File: config.mk
export PLATFORM = sky130hd
export DESIGN_NAME = shadow_chk_seq
export DESIGN_NICKNAME = d
export VERILOG_FILES = /design/src/rtl/shadow_chk_pkg.sv /design/src/rtl/shadow_chk_seq.sv
export SDC_FILE = /design/constraint.sdc
export NUM_CORES = 1
export LEC_CHECK = 0
export ABC_CLOCK_PERIOD_IN_PS = 2000
export BUFFER_PORTS_ARGS = -buffer_cell sky130_fd_sc_hd__clkbuf_2
export CORE_MARGIN = 3
export CORE_UTILIZATION = 50
export DETAILED_ROUTE_END_ITERATION = 6
export HOLD_SLACK_MARGIN = 0.12
export PLACE_DENSITY = 0.8
export SLEW_MARGIN = 30
export SYNTH_ARGS = -nofsm -noshare
export SYNTH_HDL_FRONTEND = slang
export SYNTH_SLANG_ARGS = --single-unit
File: constraint.sdc
create_clock -name clk -period 2 [get_ports clk]
set_clock_uncertainty 0.2 [all_clocks]
set_input_delay 0.2 -clock clk [delete_from_list [all_inputs] [get_ports clk]]
set_output_delay 0.2 -clock clk [all_outputs]
set_load 0.005 [all_outputs]
File: src/rtl/shadow_chk_pkg.sv
package shadow_chk_pkg;

    typedef enum logic [1:0] {
        HOP_INC = 2'd0,
        HOP_ADD = 2'd1,
        HOP_SUB = 2'd2,
        HOP_XOR = 2'd3
    } hop_e;

    typedef enum logic [1:0] {
        SLOT_A   = 2'd0,
        SLOT_B   = 2'd1,
        SLOT_RES = 2'd2
    } slot_e;

    function automatic logic hop_is_unary(hop_e op);
        return op == HOP_INC;
    endfunction

endpackage

File: src/rtl/shadow_chk_seq.sv
module shadow_chk_seq
    import shadow_chk_pkg::*;
#(
    parameter int DATA_W = 32
) (
    input  logic              clk,
    input  logic              rst_n,
    input  logic              op_valid,
    input  hop_e              op_in,
    input  logic              hit,
    input  logic [DATA_W-1:0] wr_data,
    output hop_e              op_q,
    output logic [DATA_W-1:0] opa_q,
    output logic [DATA_W-1:0] opb_q,
    output logic              res_done,
    output logic              stray
);

    typedef struct packed {
        logic              armed;
        slot_e             slot;
        hop_e              op;
        logic [DATA_W-1:0] opa;
        logic [DATA_W-1:0] opb;
    } seq_t;

    seq_t s_d, s_q;

    always_comb begin
        s_d      = s_q;
        res_done = 1'b0;
        stray    = 1'b0;
        if (op_valid) begin
            // a new announcement restarts capture; a coincident store is dropped
            s_d.armed = 1'b1;
            s_d.slot  = SLOT_A;
            s_d.op    = op_in;
            s_d.opb   = '0;
        end else if (hit) begin
            if (!s_q.armed) begin
                stray = 1'b1;
            end else begin
                unique case (s_q.slot)
                    SLOT_A: begin
                        s_d.opa  = wr_data;
                        s_d.slot = hop_is_unary(s_q.op) ? SLOT_RES : SLOT_B;
                    end
                    SLOT_B: begin
                        s_d.opb  = wr_data;
                        s_d.slot = SLOT_RES;
                    end
                    default: begin
                        res_done  = 1'b1;
                        s_d.armed = 1'b0;
                        s_d.slot  = SLOT_A;
                    end
                endcase
            end
        end
    end

    always_ff @(posedge clk or negedge rst_n) begin
        if (!rst_n) begin
            s_q <= '{armed: 1'b0, slot: SLOT_A, op: HOP_INC, opa: '0, opb: '0};
        end else begin
            s_q <= s_d;
        end
    end

    assign op_q  = s_q.op;
    assign opa_q = s_q.opa;
    assign opb_q = s_q.opb;

endmodule

# Word-level counts from Yosys, hierarchy flattened

Index checks and enable logic that the tools add are counted.

Input bits: 38
Bits in registers: 69
Logic and storage cells: 33

Bitwise gates (word level): 1
Equal/unequal tests: 1
Reductions and logical operators: 9
Multiplexer cells: 17

Operator list:

| cell               | number |
|---|---|
| $mux 32            | 4 |
| $mux 3             | 3 |
| $mux 1             | 8 |
| $reduce_bool 2->1  | 3 |
| $logic_not 2->1    | 2 |
| $pmux 2 s2         | 1 |
| $reduce_and 4->1   | 1 |
| $reduce_and 3->1   | 1 |
| $eq 2x1->1 const B | 1 |
| $mux 2             | 1 |
| $reduce_and 2->1   | 1 |
| $reduce_or 2->1    | 1 |
| $not 1->1          | 1 |

# Depth between registers and ports, before layout

Gate-level depths: netlist of the first run.

Depth after elaboration: 6
Depth in mapped cells: 5
Mapped depth without buffers: 3

# Worst setup path after synthesis of the first run

OpenSTA, ideal clock, no wires.

Path type: reg-to-reg
From: register s_q[67] (netlist bit)
To: register s_q, in the netlist opa_q[0]
Clock period less this slack: 1590 ps
Data required time: 1673 ps
Data arrival time: 1263 ps
Slack: 410 ps
Stages on the path, launching flop included: 5
Setup time: 127 ps
Path buffers: 1
Cell sequence: dfrtp_1 -> nand4bb_4 -> nor2_8 -> buf_6 -> mux2_1

Longest elaborated chain between the ends: 2

RTL lines:

| item                       | RTL line             | text |
|---|---|---|
| from (decl)                | shadow_chk_seq.sv:27 | `seq_t s_d, s_q;` |
| from (signal assigned)     | shadow_chk_seq.sv:64 | `s_q <= '{armed: 1'b0, slot: SLOT_A, op: HOP_INC, opa: '0, opb: '0};` |
| $logic_not 2->1            | shadow_chk_seq.sv:43 | `unique case (s_q.slot)` |
| $reduce_and 4->1 (no line) | --                   |  |

Every way passes these cells.
A chain may end at the register's enable or synchronous reset.

# Final worst setup path of the first run

From: input port op_valid
To: register s_q, in the netlist op_q[0]

RTL lines:

| item        | RTL line            | text |
|---|---|---|
| from (decl) | shadow_chk_seq.sv:8 | `input logic op_valid,` |

No word-level cell between the ends.

==> qor.json, run 1 <==
{
  "result_of_the_run": "finished, final reports clean",
  "finalNetCount": 352,
  "max_cap_viol_count": 0,
  "cts_buffers": 9,
  "initial_utilization": 0.522,
  "diodes": 0,
  "number_of_register_bits_inferred_by_synthesis": 69,
  "yosys.area_share.simple": 0.0302,
  "placement.io_buffers": 105,
  "fp-row-count": 28,
  "final-max-slew-violation-count": 0,
  "worstSetupPathType": "in -> reg",
  "critical_path.slowest_cell": "sky130_fd_sc_hd__dlygate4sd3_1",
  "syn_area_sq_mm": 0.00311,
  "post_synth_num_cell_types": 20,
  "cp_slowest_stage_delay_ps": 560,
  "post_drt_wl_per_cell_um": 15.3,
  "place.gp.congestion": 0.831,
  "cts.sink_count": 69,
  "num-fill-cells": 454,
  "synth.area.mux_share": 0.123,
  "tns_ps": 0,
  "clockBufferDepth": 2,
  "route.antenna.remaining_nets": 0,
  "cpMostUsedCell": "sky130_fd_sc_hd__dlygate4sd3_1",
  "drt-vias-per-instance": 4.91,
  "vias_in_the_first_global_route": 2033,
  "worst_ep_arrival_time_ps": 1890,
  "crit_family": "buffers and inverters",
  "synth_compound_gate_area_share": 0.104,
  "fin_crit_ps": 1880,
  "syn_avg_cell_area_sq_um": 13.6,
  "via_total_after_detailed_routing": 1936,
  "worst_margin_slew_ps": 376,
  "drc_errors": 0,
  "yosys.area_share.adder": 0,
  "fin_crit_sh": 0.941,
  "critical_path.cell_chain": "dlygate4sd3_1 > clkbuf_2 > mux2_2 > dlygate4sd3_1",
  "syn-instance-count": 229,
  "final-setup-viol-count": 0,
  "worstPathBufferInverterCount": 3,
  "cts_max_level": 3,
  "syn_nets": 267,
  "core_region_area_sq_mm": 0.00596,
  "floorplan.die_area_sq_mm": 0.00720,
  "synthDominantAreaCellType": "sky130_fd_sc_hd__dfrtp_1",
  "cp-start-kind": "primary input",
  "synth_area_leaders": "sky130_fd_sc_hd__dfrtp_1 (56%), sky130_fd_sc_hd__buf_4 (17%), sky130_fd_sc_hd__mux2_1 (11%)",
  "clock_insertion_delay_worst_skew_ps": 330,
  "fmax_ghz": 0.531,
  "synth.yosys.seq_area_share": 0.556,
  "floorplan.io_pins": 106,
  "fp.dieH_um": 84.8,
  "final_layout_size_suffix_gt1_frac": 0.423,
  "multi_input_combinational_cell_area_sq_um": 810,
  "hold_class": "in -> async",
  "grt_first_pass_wirelength_um": 10000,
  "ir_drop_v": 0.000553,
  "drt-initial-drc-count": 55,
  "antenna_found_initial": 0,
  "grt_max_degree": 70,
  "post-dp-hpwl_um": 3830,
  "clockRootBuffer": "sky130_fd_sc_hd__clkbuf_8",
  "post_layout_nonfiller_instances": 394,
  "critical_path_required_ps": 2010,
  "cp_max_fo": 9,
  "hold_violations": 0,
  "synthToLayoutAreaGrowth_pct": 24.9,
  "clk_pin_slew_worst_paths_ps": 70,
  "leakage_power_nw": 1.94,
  "cts_setup_buffers": 0,
  "relSlewSlack": 0.749,
  "area.sequential_sq_mm": 0.00173,
  "globalRoute.totalOverflow": 0,
  "synth_top_family_by_area": "buffers and inverters",
  "drt_wl_total_um": 6040,
  "firstDrtPassIters": 4,
  "netlist.area_leader.share": 0.556,
  "grt_usage": 0.176,
  "placed_cells_incl_taps": 339,
  "timing.critical_path.to_type": "register",
  "rsz0062_at_grt": "no",
  "p_per_area_mw_per_mm2": 950,
  "clock_tree_from_tritoncts": "built",
  "synthXorXnorAreaFrac": 0,
  "synth_warnings": 0,
  "die_width_um": 84.8
}
==> worst reg2reg max path, cell delays in order (launching register included) <==
cell and delay (ps):
sky130_fd_sc_hd__dfrtp_1 520, sky130_fd_sc_hd__nand4bb_4 190, sky130_fd_sc_hd__nor2_8 150, sky130_fd_sc_hd__buf_12 170, sky130_fd_sc_hd__mux2_1 340
==> Yosys cell counts <==
library cell                count
sky130_fd_sc_hd__nor2_8         1
sky130_fd_sc_hd__mux2_2         4
sky130_fd_sc_hd__nand2_1        4
sky130_fd_sc_hd__nor3b_1        1
sky130_fd_sc_hd__a41oi_2        1
sky130_fd_sc_hd__nor3_1         1
sky130_fd_sc_hd__nand4bb_4      1
sky130_fd_sc_hd__buf_4         70
sky130_fd_sc_hd__buf_6          3
sky130_fd_sc_hd__buf_2          3
sky130_fd_sc_hd__or3_1          1
sky130_fd_sc_hd__nor2_2         1
sky130_fd_sc_hd__nand4_1        1
sky130_fd_sc_hd__a22o_1        32
sky130_fd_sc_hd__o21bai_1       1
sky130_fd_sc_hd__a21o_1         1
sky130_fd_sc_hd__mux2_1        30
sky130_fd_sc_hd__inv_1          2
sky130_fd_sc_hd__a21oi_1        2
sky130_fd_sc_hd__dfrtp_1       69
==> layer usage <==
layer  part of all wire  GRT usage  routed length, um  vias up
met3              0.050     0.0417                300        7
met5                  0          0                  0        -
li1                   -          -                  -      908
met2               0.51      0.295               3070       61
met1               0.43      0.222               2600      960
met4              0.012     0.0705                 70        0
==> sequential cells by signal, indices dropped and copies added, names as in the netlist <==
register / flops
op_q: 2
opb_q: 32
s_q: 3
opa_q: 32
==> logic make-up after synthesis <==
logic type,count (synthesis)
compound gates,37
buf+inv,78
flops,69
mux,34
simple gates,11
==> timing repair <==
item                                    4_1_cts  5_1_grt
hold endpoints to repair                    138        0
endpoints found under the setup margin        0        0
hold buffers                                 39        0
resized for setup                             0        0
==> cell usage in the layout (no fill, tap or decap), drive strengths merged <==
master,netlist,routed
nor2,2,2
bufinv,0,2
o21bai,1,1
a21o,1,1
nand4,1,1
nor3b,1,1
a21oi,2,2
mux2,34,34
buf,76,7
a22o,32,32
nor3,1,1
a41oi,1,1
nand4bb,1,1
clkinv,0,1
dfrtp,69,69
nand2,4,4
inv,2,2
dlygate4sd3,0,39
or3,1,1
clkbuf,0,117
==> report_power, final <==
group | internal, W | switching, W | leakage (nW)
clock network | 0.000837 | 0.000489 | 0.126
registers | 0.00160 | 0.000119 | 0.879
logic | 0.000366 | 0.000272 | 0.940
total | 0.00281 | 0.000880 | 1.94
==> layout make-up <==
type	instances	area share
clock inverters	3	0.0168
repair buffers	150	0.257
clock buffers	13	0.0461
flip-flops and latches	69	0.445
multi-input cells	82	0.209
well taps	75	0.0242
inverters	2	0.00193
==> metrics by stage <==
step	setup WS [ps]	utilization	hold WS (ps)	power [W]	cell area (sq um)
after floorplan	410	-	-296	0.00225	3110
after global placement	370	0.545	48.1	0.00230	3250
after detailed placement	327	0.545	53.7	0.00233	3250
after CTS	161	0.651	227	0.00373	3880
after global routing	74.0	0.651	253	0.00387	3880
final	117	0.651	207	0.00369	3880
==> final timing paths <==
check | from | to | slack [ps] | cells past startpoint
max | op_valid | op_q[0] | 120 | 4
min | rst_n | op_q[1] | 210 | 3
max reg2reg | s_q[68] | opa_q[26] | 320 | 4
min reg2reg | opa_q[23] | opa_q[23] | 290 | 1
max in group asynchronous | rst_n | opa_q[18] | 1070 | 3
min in group clk | opa_q[23] | opa_q[23] | 290 | 1
Note: power is estimated with default switching activity, not from simulation.
==> run 2: changes to the inputs <==
--- a/config.mk
+++ b/config.mk
@@ -11,7 +11,7 @@
 export CORE_UTILIZATION = 50
 export DETAILED_ROUTE_END_ITERATION = 6
 export HOLD_SLACK_MARGIN = 0.12
-export PLACE_DENSITY = 0.8
+export PLACE_DENSITY = 0.92
 export SLEW_MARGIN = 30
 export SYNTH_ARGS = -nofsm -noshare
 export SYNTH_HDL_FRONTEND = slang
==> run 2 against run 1 <==
Non-clock buffer count up 1. First-iteration DRC count up 11%. Global-route usage up 0.80 points. Die area unchanged. Worst setup slack got worse by 2.2 ps. Register-to-register slack worse by 40 ps. Combinational power grew 0.9%. Clock power down 23%. Cell area is 1.3% lower. Sequential share of layout area rose by 0.57 points. Via count is 1.5% higher. Largest power group unchanged.
==> qor.json, run 2 (synthesis gave the netlist of run 1 again) <==
{
  "max_cap_viol_count": {"value": 0, "change": "unchanged"},
  "initial_utilization": {"value": 0.522, "change": "unchanged"},
  "route.antenna.remaining_nets": {"value": 0, "change": "unchanged"},
  "grt_max_degree": {"value": 70, "change": "unchanged"},
  "timing.critical_path.to_type": "register",
  "post_drt_wl_per_cell": {"value": 15.6, "unit": "um", "change": "+1.8%"},
  "drc_errors": {"value": 0, "change": "unchanged"},
  "ir_drop": {"value": 0.000562, "unit": "V", "change": "+1.7%"},
  "fin_crit": {"value": 1880, "unit": "ps", "change": "+2.22 ps"},
  "met3_wirelength_from_detailed_routing": {"value": 276, "unit": "um", "change": "-8.0%"},
  "fp-row-count": {"value": 28, "change": "unchanged"},
  "leakage_power": {"value": 1.92, "unit": "nW", "change": "-1.1%"},
  "floorplan.io_pins": {"value": 106, "change": "unchanged"},
  "result_of_the_run": "finished, final reports clean",
  "firstDrtPassIters": {"value": 4, "change": "unchanged"},
  "finalNetCount": {"value": 353, "change": "+0.28%"},
  "worstPathBufferInverterCount": {"value": 3, "change": "unchanged"},
  "critical_path.reg2reg.endpoint": "opb_q[21]",
  "grt_first_pass_wirelength": {"value": 10500, "unit": "um", "change": "+4.3%"},
  "critical_path_required": {"value": 2060, "unit": "ps", "change": "+50 ps"},
  "cp_slowest_stage_delay": {"value": 530, "unit": "ps", "change": "-30 ps"},
  "critical_path.cell_chain": "dlygate4sd3_1 > clkbuf_2 > nand4bb_4 > nor2_2 > buf_4 > a22o_1",
  "worst_ep_arrival_time": {"value": 1940, "unit": "ps", "change": "+50 ps"},
  "power_frac_seq": {"value": 0.508, "change": "+0.041"},
  "relSlewSlack": {"value": 0.765, "change": "+0.0158"},
  "clock_power_share": {"value": 0.302, "change": "-0.058"},
  "layout.cells.most_common": "sky130_fd_sc_hd__clkbuf_2",
  "topRoutingLayerUsed": "met4",
  "place.gp.congestion": {"value": 0.763, "change": "-8.2%"},
  "floorplan.die_area": {"value": 0.00720, "unit": "sq mm", "change": "unchanged"},
  "drt-initial-drc-count": {"value": 61, "change": "+11%"},
  "rsz0062_at_grt": "no",
  "p_per_area": {"value": 886, "unit": "mW/mm^2", "change": "-6.8%"},
  "synthToLayoutAreaGrowth_pct": 23.3,
  "placement.io_buffers": {"value": 105, "change": "unchanged"},
  "crit-reg2reg-launch": "s_q[68]",
  "cts_buffers": {"value": 9, "change": "unchanged"},
  "critical_path.slowest_cell": "sky130_fd_sc_hd__dlygate4sd3_1",
  "cts_max_level": {"value": 3, "change": "unchanged"},
  "clockRootBuffer": "sky130_fd_sc_hd__clkbuf_8",
  "drt-vias-per-instance": {"value": 4.98, "change": "+1.3%"},
  "post-route-cell-area": {"value": 0.00383, "unit": "sq mm", "change": "-1.3%"},
  "intPower": {"value": 0.00252, "unit": "W", "change": "-10%"},
  "die_width": {"value": 84.8, "unit": "um", "change": "unchanged"},
  "worstSetupPathType": "in -> reg",
  "drt_wl_total": {"value": 6160, "unit": "um", "change": "+2.1%"},
  "clockBufferDepth": {"value": 2, "change": "unchanged"},
  "final_layout_size_suffix_gt1_frac": {"value": 0.422, "change": "-0.00132"},
  "clk_pin_slew_worst_paths": {"value": 70, "unit": "ps", "change": "about the same"},
  "hold_class": "in -> async",
  "totalPowerFinal": {"value": 0.00339, "unit": "W", "change": "-8.0%"},
  "worst_margin_slew": {"value": 352, "unit": "ps", "change": "-23.7 ps"},
  "post-dp-hpwl": {"value": 4190, "unit": "um", "change": "+9.6%"},
  "clock_insertion_delay_worst_skew": {"value": 320, "unit": "ps", "change": "about the same"},
  "fmax": {"value": 0.531, "unit": "GHz", "change": "-0.12%"},
  "worst-path-stages": {"value": 6, "change": "+2"},
  "placed_area": {"value": 0.00325, "unit": "sq mm", "change": "+0.23%"},
  "globalRoute.totalOverflow": {"value": 0, "change": "unchanged"},
  "core_region_area": {"value": 0.00596, "unit": "sq mm", "change": "unchanged"},
  "wl_met1": {"value": 2580, "unit": "um", "change": "-0.62%"},
  "tns": {"value": 0, "unit": "ps", "change": "unchanged"},
  "r2r_cells": {"value": 4, "change": "unchanged"},
  "cp-start-kind": "primary input",
  "via_total_after_detailed_routing": {"value": 1966, "change": "+1.5%"},
  "cp_max_fo": {"value": 14, "change": "+5"},
  "vias_in_the_first_global_route": {"value": 2161, "change": "+6.3%"},
  "sw_frac_of_total": {"value": 0.257, "change": "+0.0179"},
  "routed-wl-met2": {"value": 3180, "unit": "um", "change": "+3.6%"},
  "fin_worst_hold_slack": {"value": 235, "unit": "ps", "change": "+27.9 ps"},
  "clock_tree_from_tritoncts": "built",
  "fin_util": {"value": 0.643, "change": "-0.00819"},
  "final-max-slew-violation-count": {"value": 0, "change": "unchanged"},
  "fin_crit_sh": {"value": 0.942, "change": "+0.00111"},
  "fp.dieH": {"value": 84.8, "unit": "um", "change": "unchanged"},
  "diodes": {"value": 0, "change": "unchanged"},
  "antenna_found_initial": {"value": 0, "change": "unchanged"},
  "cts_setup_buffers": {"value": 0, "change": "unchanged"},
  "hold_violations": {"value": 0, "change": "unchanged"},
  "power.share.combinational": {"value": 0.190, "change": "+0.017"},
  "worst-r2r-setup-slack": {"value": 280, "unit": "ps", "change": "-40 ps"},
  "grt_usage": {"value": 0.184, "change": "+0.00802"},
  "final-setup-viol-count": {"value": 0, "change": "unchanged"},
  "crit_family": "buffers and inverters",
  "total_switching_power": {"value": 0.000870, "unit": "W", "change": "-1.1%"},
  "final_cell_mix": "sky130_fd_sc_hd__clkbuf_2 (104), sky130_fd_sc_hd__dfrtp_1 (69), sky130_fd_sc_hd__dlygate4sd3_1 (39), sky130_fd_sc_hd__a22o_1 (32), sky130_fd_sc_hd__mux2_1 (30)",
  "cts.sink_count": {"value": 69, "change": "unchanged"}
}
[run 2: area by class of cell]
cell class / count / area [sq um]
clock buffer: 13 / 169
clock inverter: 3 / 18.8
fill: 463 / 2120
inverter: 2 / 7.51
multi-input combinational: 82 / 810
sequential: 69 / 1730
tap: 75 / 93.8
timing repair buffer: 151 / 1010
[run 2: worst max path at each step]
stage	start	slack, ps	endpoint
2_1_floorplan	s_q[67]	410	opa_q[0]
3_3_place_gp	s_q[67]	360	opb_q[15]
3_5_place_dp	s_q[68]	290	opb_q[21]
4_1_cts	op_valid	120	opb_q[21]
5_1_grt	op_valid	3	opb_q[21]
6_report	op_valid	120	opb_q[21]
[run 2: per-stage QoR]
stage / cells / worst slack (ps)
2_1_floorplan: 229 / 410
3_3_place_gp: 340 / 364
3_5_place_dp: 340 / 286
4_1_cts: 395 / 119
5_1_grt: 395 / 2.50
6_report: 395 / 115
[run 2: timing repair]
action                                 4_1_cts  5_1_grt
gates resized for setup                      0        0
endpoints found under the hold margin      138        0
hold buffers                                39        0
[run 2: worst reg2reg max path, stage by stage, from the launching register on]
cell                        delay (ps)
sky130_fd_sc_hd__dfrtp_1           540
sky130_fd_sc_hd__nand4bb_4         190
sky130_fd_sc_hd__nor2_2            290
sky130_fd_sc_hd__buf_4             280
sky130_fd_sc_hd__a22o_1            170
[run 2: layer usage]
| layer | vias to the layer above | track usage |
|---|---|---|
| met3 | 12 | 0.0417 |
| met4 | 0 | 0.0835 |
| met5 | - | 0 |
| met2 | 71 | 0.317 |
| li1 | 909 | - |
| met1 | 974 | 0.221 |
[run 2: power groups by stage]
stage          Combinational, W  Sequential, W  Clock, W
3_3_place_gp           0.000566        0.00173         0
2_1_floorplan          0.000543        0.00171         0
3_5_place_dp           0.000590        0.00175         0
5_1_grt                0.000712        0.00175   0.00114
4_1_cts                0.000653        0.00172   0.00107
6_report               0.000644        0.00172   0.00102
==> run 3: changes to the inputs <==
--- a/config.mk
+++ b/config.mk
@@ -11,7 +11,7 @@
 export CORE_UTILIZATION = 50
 export DETAILED_ROUTE_END_ITERATION = 6
 export HOLD_SLACK_MARGIN = 0.12
-export PLACE_DENSITY = 0.92
+export PLACE_DENSITY_LB_ADDON = 0.3
 export SLEW_MARGIN = 30
 export SYNTH_ARGS = -nofsm -noshare
 export SYNTH_HDL_FRONTEND = slang
==> run 3 against run 2 <==
Sequential share of layout area is 0.32 points lower. Wire length shrank 0.89%. Largest cell class unchanged. Total power increased by 5.8%. Worst hold slack got worse by 29 ps. Register-to-register slack lost 40 ps. Cell area grew 0.72%. Final cell count stayed put. Sequential cell count unchanged. Largest power group unchanged. Clock power is 21% higher.
==> qor.json, run 3 (synthesis gave the netlist of run 1 again) <==
{
  "num-fill-cells": {"value": 451, "change": "-2.6%"},
  "cts_max_level": {"value": 3, "change": "unchanged"},
  "drt-initial-drc-count": {"value": 72, "change": "+18%"},
  "finalNetCount": {"value": 353, "change": "unchanged"},
  "final-max-slew-violation-count": {"value": 0, "change": "unchanged"},
  "max_cap_viol_count": {"value": 0, "change": "unchanged"},
  "critical_path_required": {"value": 2020, "unit": "ps", "change": "-40 ps"},
  "hold_class": "in -> async",
  "dp_slack": {"value": 253, "unit": "ps", "change": "-33.6 ps"},
  "p_per_area": {"value": 930, "unit": "mW/mm^2", "change": "+5.0%"},
  "place.gp.congestion": {"value": 0.729, "change": "-4.4%"},
  "setup_slack": {"value": 100, "unit": "ps", "change": "-14.8 ps"},
  "final_cell_mix": "sky130_fd_sc_hd__clkbuf_2 (104), sky130_fd_sc_hd__dfrtp_1 (69), sky130_fd_sc_hd__dlygate4sd3_1 (39), sky130_fd_sc_hd__a22o_1 (32), sky130_fd_sc_hd__mux2_1 (30)",
  "vias_in_the_first_global_route": {"value": 2068, "change": "-4.3%"},
  "fp-row-count": {"value": 28, "change": "unchanged"},
  "final_layout_size_suffix_gt1_frac": {"value": 0.422, "change": "unchanged"},
  "worstSetupPathType": "in -> reg",
  "worst_ep_arrival_time": {"value": 1920, "unit": "ps", "change": "-20 ps"},
  "grt_max_degree": {"value": 70, "change": "unchanged"},
  "clock_insertion_delay_worst_skew": {"value": 330, "unit": "ps", "change": "about the same"},
  "clockRootBuffer": "sky130_fd_sc_hd__clkbuf_8",
  "die_width": {"value": 84.8, "unit": "um", "change": "unchanged"},
  "leakage_power": {"value": 1.93, "unit": "nW", "change": "+0.62%"},
  "via_total_after_detailed_routing": {"value": 1965, "change": "-0.051%"},
  "cts_setup_buffers": {"value": 0, "change": "unchanged"},
  "clockBufferDepth": {"value": 2, "change": "unchanged"},
  "worst_margin_slew": {"value": 364, "unit": "ps", "change": "+12.0 ps"},
  "cts_buffers": {"value": 9, "change": "unchanged"},
  "drt_wl_total": {"value": 6110, "unit": "um", "change": "-0.89%"},
  "drt-vias-per-instance": {"value": 4.97, "change": "about the same"},
  "clock_tree_from_tritoncts": "built",
  "drc_errors": {"value": 0, "change": "unchanged"},
  "floorplan.die_area": {"value": 0.00720, "unit": "sq mm", "change": "unchanged"},
  "synthToLayoutAreaGrowth_pct": 24.2,
  "initial_utilization": {"value": 0.522, "change": "unchanged"},
  "fmax": {"value": 0.526, "unit": "GHz", "change": "-0.78%"},
  "fin_crit_sh": {"value": 0.950, "change": "+0.00742"},
  "globalRoute.totalOverflow": {"value": 0, "change": "unchanged"},
  "tns": {"value": 0, "unit": "ps", "change": "unchanged"},
  "cp_max_fo": {"value": 8, "change": "-6"},
  "cts.sink_count": {"value": 69, "change": "unchanged"},
  "timing.critical_path.to_type": "register",
  "post-dp-hpwl": {"value": 3880, "unit": "um", "change": "-7.5%"},
  "firstDrtPassIters": {"value": 4, "change": "unchanged"},
  "post_cts_resize_count": {"value": 0, "change": "unchanged"},
  "core_region_area": {"value": 0.00596, "unit": "sq mm", "change": "unchanged"},
  "placement.io_buffers": {"value": 105, "change": "unchanged"},
  "clk_pin_slew_worst_paths": {"value": 70, "unit": "ps", "change": "about the same"},
  "post_drt_wl_per_cell": {"value": 15.5, "unit": "um", "change": "-0.89%"},
  "fp.dieH": {"value": 84.8, "unit": "um", "change": "unchanged"},
  "diodes": {"value": 0, "change": "unchanged"},
  "antenna_found_initial": {"value": 0, "change": "unchanged"},
  "area.sequential": {"value": 0.00173, "unit": "sq mm", "change": "unchanged"},
  "fin_crit": {"value": 1900, "unit": "ps", "change": "+14.8 ps"},
  "final-setup-viol-count": {"value": 0, "change": "unchanged"},
  "ir_drop": {"value": 0.000588, "unit": "V", "change": "+4.5%"},
  "grt_first_pass_wirelength": {"value": 10200, "unit": "um", "change": "-2.9%"},
  "grt_usage": {"value": 0.180, "change": "-0.00437"},
  "route.antenna.remaining_nets": {"value": 0, "change": "unchanged"},
  "result_of_the_run": "finished, final reports clean",
  "layout.cells.most_common": "sky130_fd_sc_hd__clkbuf_2",
  "floorplan.io_pins": {"value": 106, "change": "unchanged"},
  "relSlewSlack": {"value": 0.757, "change": "-0.00802"},
  "cp-start-kind": "primary input",
  "hold_violations": {"value": 0, "change": "unchanged"},
  "rsz0062_at_grt": "no",
  "multi_input_combinational_cell_area": {"value": 810, "unit": "sq um", "change": "unchanged"}
}
-- run 3: cell count changes in the layout (fill, tap and decap cells not counted) --
cell	previous run	this run
sky130_fd_sc_hd__bufinv_16	0	2
sky130_fd_sc_hd__clkinv_4	1	2
sky130_fd_sc_hd__clkbuf_8	12	9
-- run 3: worst max-delay path: stages --
cell and delay, ps:
sky130_fd_sc_hd__dlygate4sd3_1 530, sky130_fd_sc_hd__clkbuf_2 130, sky130_fd_sc_hd__buf_4 170, sky130_fd_sc_hd__mux2_2 340, sky130_fd_sc_hd__dlygate4sd3_1 550
-- run 3: timing repair --
action / 4_1_cts / 5_1_grt
setup endpoints to repair: 0 / 0
hold buffers: 39 / 0
endpoints found under the hold margin: 138 / 0
-- run 3: final cells by class --
class                   count  area share
clock inverters             6      0.0227
multi-input cells          82       0.210
well taps                  75      0.0243
repair buffers            151       0.261
inverters                   2     0.00195
clock buffers              10      0.0331
flip-flops and latches     69       0.447
-- run 3: power breakdown --
| part | internal (W) | total, W | leakage [nW] | switching, W |
|---|---|---|---|---|
| logic | 0.000367 | 0.000636 | 0.946 | 0.000269 |
| clock network | 0.000703 | 0.00123 | 0.110 | 0.000528 |
| registers | 0.00160 | 0.00172 | 0.879 | 0.000119 |
-- run 3: per-layer routing --
layer / routed length (um) / global-route usage / up-vias / part of all wire
li1: - / - / 917 / -
met1: 2700 / 0.237 / 970 / 0.44
met2: 2950 / 0.283 / 72 / 0.48
met3: 403 / 0.0437 / 6 / 0.066
met4: 48 / 0.0835 / 0 / 0.0079
met5: 0 / 0 / - / 0
-- run 3: path summary, 6_finish.rpt --
kind,cells past startpoint,startpoint,to,slack (ps)
worst max-delay path,5,op_valid,op_q[1],100
worst min-delay path,3,rst_n,opb_q[26],210
worst max register to register,4,s_q[67],opa_q[7],240
worst min register to register,1,opa_q[24],opa_q[24],290
max in group asynchronous,3,rst_n,s_q[66],1100
min in group clk,1,opa_q[24],opa_q[24],290
-- run 3: stage by stage --
step	total power [W]	util	hold slack (ps)	cells	cell area (sq um)
after floorplan	0.00225	-	-296	229	3110
after global placement	0.00231	0.546	54.6	340	3250
after detailed placement	0.00234	0.546	53.5	340	3250
after CTS	0.00364	0.648	221	395	3860
after global routing	0.00378	0.648	256	395	3860
final	0.00359	0.648	205	395	3860
